### config.mk
export PLATFORM = sky130hd
export DESIGN_NAME = pfx_stream_parser
export DESIGN_NICKNAME = d
export VERILOG_FILES = /design/src/rtl/pfx_stream_parser.sv
export SDC_FILE = /design/constraint.sdc
export NUM_CORES = 1
export LEC_CHECK = 0
export CORE_ASPECT_RATIO = 1.1
export CORE_UTILIZATION = 60
export DETAILED_ROUTE_END_ITERATION = 10
export DONT_BUFFER_PORTS = 1
export PLACE_DENSITY = 0.83
export RECOVER_POWER = 25
export SLEW_MARGIN = 30
export SYNTH_ARGS = -nofsm -noshare
export SYNTH_HDL_FRONTEND = slang
export SYNTH_SLANG_ARGS = --single-unit
### constraint.sdc
create_clock -name clk -period 2.7 [get_ports clk]
set_input_delay 0.54 -clock clk [delete_from_list [all_inputs] [get_ports clk]]
set_output_delay 0.54 -clock clk [all_outputs]
set_load 0.005 [all_outputs]
### src/rtl/pfx_stream_parser.sv
`timescale 1ns/1ps
module pfx_stream_parser #(
  parameter logic [7:0] PFX_X = 8'hDD,
  parameter logic [7:0] PFX_Y = 8'hFD,
  parameter logic [7:0] ESC_B = 8'hCB,
  parameter logic [7:0] ESC_E = 8'hED,
  parameter int         DBYT  = 3,
  parameter int         IBYT  = 2
) (
  input  logic                clk,
  input  logic                rst_n,
  input  logic                flush,
  input  logic                in_valid,
  input  logic [7:0]          in_data,
  output logic                in_ready,
  input  logic                disp_force,
  input  logic [1:0]          disp_cnt,
  input  logic [1:0]          imm_cnt,
  output logic                out_valid,
  input  logic                out_ready,
  output logic [2:0]          out_fmt,
  output logic                out_has_pfx,
  output logic [7:0]          out_pfx,
  output logic [7:0]          out_esc0,
  output logic [7:0]          out_esc1,
  output logic [1:0]          out_ndisp,
  output logic [8*DBYT-1:0]   out_disp,
  output logic [7:0]          out_opc,
  output logic [8*IBYT-1:0]   out_imm
);
  localparam int DW = 8 * DBYT;
  localparam int IW = 8 * IBYT;

  typedef enum logic [2:0] {S_HEAD, S_POST, S_ESCX, S_DISP, S_OPC, S_IMM, S_DONE} st_t;
  st_t st;

  logic [1:0] dleft, didx, ileft;
  logic       iidx;
  logic       take, is_pfx;
  logic [1:0] nd, ic;

  assign in_ready  = (st != S_DONE);
  assign out_valid = (st == S_DONE);
  assign take      = in_valid && in_ready && !flush;
  assign is_pfx    = (in_data == PFX_X) || (in_data == PFX_Y);
  assign nd        = (disp_cnt != 2'd0) ? disp_cnt
                   : ((out_has_pfx || disp_force) ? 2'd1 : 2'd0);
  assign ic        = (imm_cnt == 2'd3) ? 2'd2 : imm_cnt;

  always_ff @(posedge clk) begin
    if (!rst_n || flush || (st == S_DONE && out_ready)) begin
      st <= S_HEAD;
      out_fmt <= 3'd0; out_has_pfx <= 1'b0; out_pfx <= 8'h00;
      out_esc0 <= 8'h00; out_esc1 <= 8'h00; out_ndisp <= 2'd0;
      out_disp <= '0; out_opc <= 8'h00; out_imm <= '0;
      dleft <= 2'd0; didx <= 2'd0; ileft <= 2'd0; iidx <= 1'b0;
    end else if (take) begin
      case (st)
        S_HEAD, S_POST: begin
          if (st == S_HEAD && is_pfx) begin
            out_has_pfx <= 1'b1;
            out_pfx     <= in_data;
            st          <= S_POST;
          end else if (in_data == ESC_B) begin
            out_fmt   <= 3'd3;
            out_esc0  <= in_data;
            out_ndisp <= nd;
            dleft     <= nd;
            st        <= (nd != 2'd0) ? S_DISP : S_OPC;
          end else if (in_data == ESC_E) begin
            out_esc0 <= in_data;
            st       <= S_ESCX;
          end else begin
            out_fmt <= 3'd1;
            out_opc <= in_data;
            ileft   <= ic;
            st      <= (ic != 2'd0) ? S_IMM : S_DONE;
          end
        end
        S_ESCX: begin
          if (in_data == ESC_B) begin
            out_fmt  <= 3'd4;
            out_esc1 <= in_data;
            st       <= S_OPC;
          end else begin
            out_fmt <= 3'd2;
            out_opc <= in_data;
            ileft   <= ic;
            st      <= (ic != 2'd0) ? S_IMM : S_DONE;
          end
        end
        S_DISP: begin
          out_disp[{didx, 3'b000} +: 8] <= in_data;
          didx  <= didx + 2'd1;
          dleft <= dleft - 2'd1;
          if (dleft == 2'd1) st <= S_OPC;
        end
        S_OPC: begin
          out_opc <= in_data;
          ileft   <= ic;
          st      <= (ic != 2'd0) ? S_IMM : S_DONE;
        end
        S_IMM: begin
          out_imm[{iidx, 3'b000} +: 8] <= in_data;
          iidx  <= ~iidx;
          ileft <= ileft - 2'd1;
          if (ileft == 2'd1) st <= S_DONE;
        end
        default: st <= st;
      endcase
    end
  end
endmodule

== Yosys cells after proc, flatten, opt, wreduce, memory -nomap -nowiden ==
Cells that the tools add are included.

* Add/subtract/negate cells: 5
* Equality and inequality tests: 22
* Shift operators: 4
* Muxes and demuxes: 34
* Bitwise gates (word level): 2
* Reductions and logical operators: 32

{| class="wikitable"
|+ Operator list
! kind !! number
|-
| 8-bit two-way mux || 6
|-
| 8-bit equality test (second input constant) || 4
|-
| 3-bit two-way mux || 10
|-
| 24-bit bitwise mux || 1
|-
| 8-bit one-hot mux with 3 select lines || 1
|-
| 8-bit by 7-bit variable shift with 24-bit output (first input constant) || 1
|-
| 8-bit by 7-bit variable part select with 24-bit output || 1
|-
| 2-bit two-way mux || 10
|-
| 4-bit AND reduction || 5
|-
| 16-bit bitwise mux || 1
|-
| 8-bit by 6-bit variable shift with 16-bit output (first input constant) || 1
|-
| 8-bit by 6-bit variable part select with 16-bit output || 1
|-
| 3-bit one-hot mux with 5 select lines || 1
|-
| 2-bit != test (second input constant) || 7
|-
| 6-bit AND reduction || 2
|-
| 2-bit nonzero test || 6
|-
| 3-bit equality test (second input constant) || 3
|-
| 2-bit one-hot mux with 4 select lines || 1
|-
| 5-bit negation with 7-bit output || 1
|-
| 3-bit by 2-bit equality test with 1-bit output (second input constant) || 2
|-
| 3-bit != test (second input constant) || 2
|-
| 4-bit negation with 6-bit output || 1
|-
| 3-bit one-hot mux with 2 select lines || 1
|-
| 3-bit AND reduction || 2
|-
| 17 further kinds || 28
|}

* Register bits after elaboration: 88
* Input port bits: 18
* Word-level logic and storage cells: 113

== Longest topological paths before layout ==
* Depth in word-level cells: 8
* Depth in mapped cells: 9
* Mapped depth without buffers: 7

== Least setup slack after synthesis ==
OpenSTA, ideal clock, no wires.

* Path type: input-to-reg
* Start: input port in_data[3]
* End: register out_opc[7]
* Library setup time: 0.074 ns
* Arrival: 2.223 ns
* Path slack: 0.402 ns
* Stages: 9
* Buffers on the path: 2
* Cell sequence: clkbuf_1 > nand2_1 > nor3_1 > ha_1 > or3_4 > a2111oi_4 > buf_6 > nand3_1 > o21ai_0

* Longest elaborated chain between the ends: 5

{| class="wikitable"
|+ RTL lines
! item !! RTL line !! source
|-
| start: declaration || 14 || <nowiki>input logic [7:0] in_data,</nowiki>
|-
| 8-bit equality test || 45 || <nowiki>assign is_pfx = (in_data == PFX_X) || (in_data == PFX_Y);</nowiki>
|-
| 1-bit logical OR || 45 ||
|-
| 1-bit logical AND || 60 || <nowiki>if (st == S_HEAD && is_pfx) begin</nowiki>
|-
| 2-bit != test (no line) || -- ||
|-
| 6-bit AND reduction (no line) (*) || -- ||
|-
| end signal: assignment || 75 || <nowiki>out_opc <= in_data;</nowiki>
|-
| end signal: assignment || 87 || <nowiki>out_opc <= in_data;</nowiki>
|-
| end signal: assignment || 99 || <nowiki>out_opc <= in_data;</nowiki>
|-
| end: declaration || 28 || <nowiki>output logic [7:0] out_opc,</nowiki>
|}

Mark *: on every way between the ends. The rest lies on a longest branch, timed or not.
A chain may end at the register's enable or synchronous reset.

== Worst setup path after layout ==
* Start: register st[2]
* End: register out_opc[6]

* Longest elaborated chain between the ends: 4

{| class="wikitable"
|+ RTL lines
! item !! RTL line !! source
|-
| start: declaration || 35 || <nowiki>st_t st;</nowiki>
|-
| start signal: assignment || 69 || <nowiki>st <= (nd != 2'd0) ? S_DISP : S_OPC;</nowiki>
|-
| start signal: assignment || 77 || <nowiki>st <= (ic != 2'd0) ? S_IMM : S_DONE;</nowiki>
|-
| start signal: assignment || 89 || <nowiki>st <= (ic != 2'd0) ? S_IMM : S_DONE;</nowiki>
|-
| 3-bit by 1-bit equality test with 1-bit output (tied with other cells) || 58 || <nowiki>case (st)</nowiki>
|-
| 2-bit OR reduction (tied with other cells) || 58 ||
|-
| 2-bit != test (no line) (tied with other cells) || -- ||
|-
| 6-bit AND reduction (no line) || -- ||
|}

Parallel ways exist; a longest one is shown, timed or not.

==> metrics.md <==
| Metric | Value |
|---|---|
| Outcome | `finished clean` |
| Fmax | `434 MHz` |
| Detailed-route via count | `3093` |
| Syn Nets | `around 470` |
| Reg area | `0.00176 mm²` |
| Slew Viols, Final | `0` |
| Pre-CTS WS | `283 ps` |
| Port Buffer Count | `0` |
| CTS Buffer Depth | `2` |
| P_leak | `1.31 nW` |
| Max Clock Skew | `approximately 5.2 ps` |
| Initial Util | `0.636` |
| Vias in the first global route | `3000` |
| Synth warn | `0` |
| Design Area, Final | `0.00394 mm²` |
| Area of the multi-input gates | `0.00178 mm²` |
| DRT iter0 DRCs | `around 270` |
| Fin. Hold Viols | `0` |
| Min-delay src | `in_data[1]` |
| Die ar. | `~0.0066 mm²` |
| Slew headroom | `0.444` |
| Post-synth cell types | `48` |
| Die width | `77.3 µm` |
| RSZ-0062 raised after global routing | `false` |
| Actual slew at the worst max-slew pin | `between 800 and 900 ps` |
| PwrDens | `566 mW/mm²` |
| Dominant cell type by area after synthesis | `dfxtp_1` |
| Initial antenna violation count | `0` |
| Final setup violation count | `0` |
| Root buffer cell | `clkbuf_8` |
| Max Cap Viol | `0` |
| Mean number of vias per cell | `6.05` |
| CTS-repair resized insts | `0` |
| Worst r2r src | `st[2]$_SDFFE_PP0P_` |
| Data arrival time of the critical path | `about 2600 ps` |
| CP endpoint kind | `flip-flop` |
| Commonest cells after routing, fill and taps aside | `88 x dfxtp_1, 67 x nand2_1, 59 x nor2_1` |
| First-pass GRT wire length | `14800 µm` |
| VDD IR max | `between 300 and 400 µV` |
| Clock transition at path regs | `about 80 ps` |
| Area growth syn-to-layout | `5.25%` |
| # fillers | `around 500` |
| Cell Rows | `29` |
| Period utilization | `0.853` |
| Detailed Routing Iterations Pass 1 | `6` |
| Post-synth EDFFs | `0` |
| H-tree Lvls | `3` |
| Register bit total from synthesis | `88` |
| CTS tree | `done` |
| Minimum clock period | `2300 ps` |
| GRT overflow | `0` |
| GRT Total Usage | `0.289` |
| Die Ht | `~85 µm` |
| DR WL/cell | `17.8 µm` |
| Hold WC Path Type | `input port to flip-flop` |
| Critical Path Start Type | `flip-flop` |
| Clock Sinks | `slightly below 90` |
| Mapped cell area | `roughly 0.0037 mm²` |
| Min Hold Slack | `323 ps` |
| Most common cell after layout, fill and taps aside | `dfxtp_1` |
| Total core area | `0.00588 mm²` |
| Final net count | `456` |
| Ports | `98` |
| WS Path Type | `flip-flop to flip-flop` |
| Top area cells in the synthesized netlist | `dfxtp_1 47%, nand2_1 6.7%, nor2_1 5.9%, nand3_1 5.6%, a21oi_1 5.2%` |
| Post-route ant nets | `0` |
| CP startpoint | `st[2]$_SDFFE_PP0P_` |
| Worst EP required | `2980 ps` |
| Detailed Place HPWL | `6390 µm` |
| Mean Syn Cell Area | `around 8.5 µm²` |
| Predominant post-synthesis flop cell | `dfxtp_1` |
| Max Fanout on Critical Path | `16` |
| CTS Buf Count | `9` |
| Drc violations | `0` |
| Post-synth top area share | `0.471` |
| Hold_buf cts | `0` |
| Setup TNS | `0 ps` |
| Placed Instance Area | `0.00376 mm²` |
| GPL Wtd Cong | `0.911` |
| Seq/Total Area, Yosys | `0.471` |
| Layout cell share with drive strength beyond 1 | `0.0876` |
| Clock latency on the worst-skew pair | `350 ps` |
| Gate Count Post-Synth | `440` |
| Largest net degree at the start of global routing | `between 70 and 80` |
| Post-CTS Setup Inserts | `0` |
| Antenna diodes | `0` |
| Final WL | `a little over 9000 µm` |
| Ys async rst share | `0` |
| Fin worst setup slack | `slightly below 400 ps` |
-- per-stage QoR --
step / utilization / std cells / power [mW]
after floorplan: - / 440 / 1.44
after global placement: 0.640 / 495 / 1.44
after detailed placement: 0.640 / 495 / 1.44
after CTS: 0.670 / 511 / 2.24
after global routing: 0.670 / 511 / 2.30
final: 0.670 / 511 / 2.23
-- synthesized netlist by cell type (2+ instances only) --
cell,n
a2111oi_4,2
a211oi_1,4
a21oi_1,39
a311oi_1,2
a31oi_1,4
and2_1,3
and3_1,4
and3b_1,2
buf_2,8
buf_6,4
clkbuf_1,18
dfxtp_1,88
ha_1,9
inv_1,8
mux2i_1,14
nand2_1,67
nand2b_1,2
nand3_1,42
nand3b_1,6
nor2_1,59
nor3_1,3
nor3_2,2
nor3b_1,8
nor4_1,2
nor4b_1,2
o21ai_0,13
o21bai_1,2
o22ai_1,2
xnor2_1,2
-- report_power, final --
group	switching (mW)	internal, mW	total [mW]
clock network	0.457	0.356	0.814
logic	0.0654	0.0361	0.101
registers	0.00856	1.30	1.31
-- logic make-up after synthesis --
family          Yosys count  share of synthesized area
compound gates           74                      0.127
flops                    88                      0.471
fa+ha+maj                 9                     0.0301
buf+inv                  41                     0.0532
mux                      15                     0.0405
xor+xnor                  3                    0.00703
simple gates            210                      0.271
-- state kept, by name (all words and copies together) (netlist names), 3 cells and up --
register / count
out_disp: 24
out_imm: 16
out_esc0: 8
out_esc1: 8
out_opc: 8
out_pfx: 8
out_fmt: 3
st: 3
-- final timing paths --
check	end	slack, ps	depth (start not counted)
max	out_opc[6]$_SDFFE_PP0P_	400	6
min	out_esc0[1]$_SDFFE_PP0P_	320	2
max reg2reg	out_opc[6]$_SDFFE_PP0P_	400	6
min reg2reg	out_pfx[1]$_SDFFE_PP0P_	460	2
-- metal layers --
metal,share of wire,up-vias,GRT usage
met3,0.081,22,0.0989
met2,0.49,120,0.471
met5,0,-,0
met4,0.024,0,0.141
li1,-,1474,-
met1,0.41,1477,0.339
-- worst max-delay path, stage by stage (launching register included) --
cell and delay [ps]:
dfxtp_1 590, nor3b_1 140, ha_1 220, or3_4 420
a2111oi_4 590, nand3_1 150, o21ai_1 130
-- cell type report --
type / instances / share of cell area
clock buffers: 11 / 0.0359
multi-input cells: 311 / 0.452
inverters: 8 / 0.00763
well taps: 77 / 0.0245
flip-flops and latches: 88 / 0.448
clock inverters: 5 / 0.00826
repair buffers: 11 / 0.0242
Note: power is estimated with default switching activity, not from simulation.
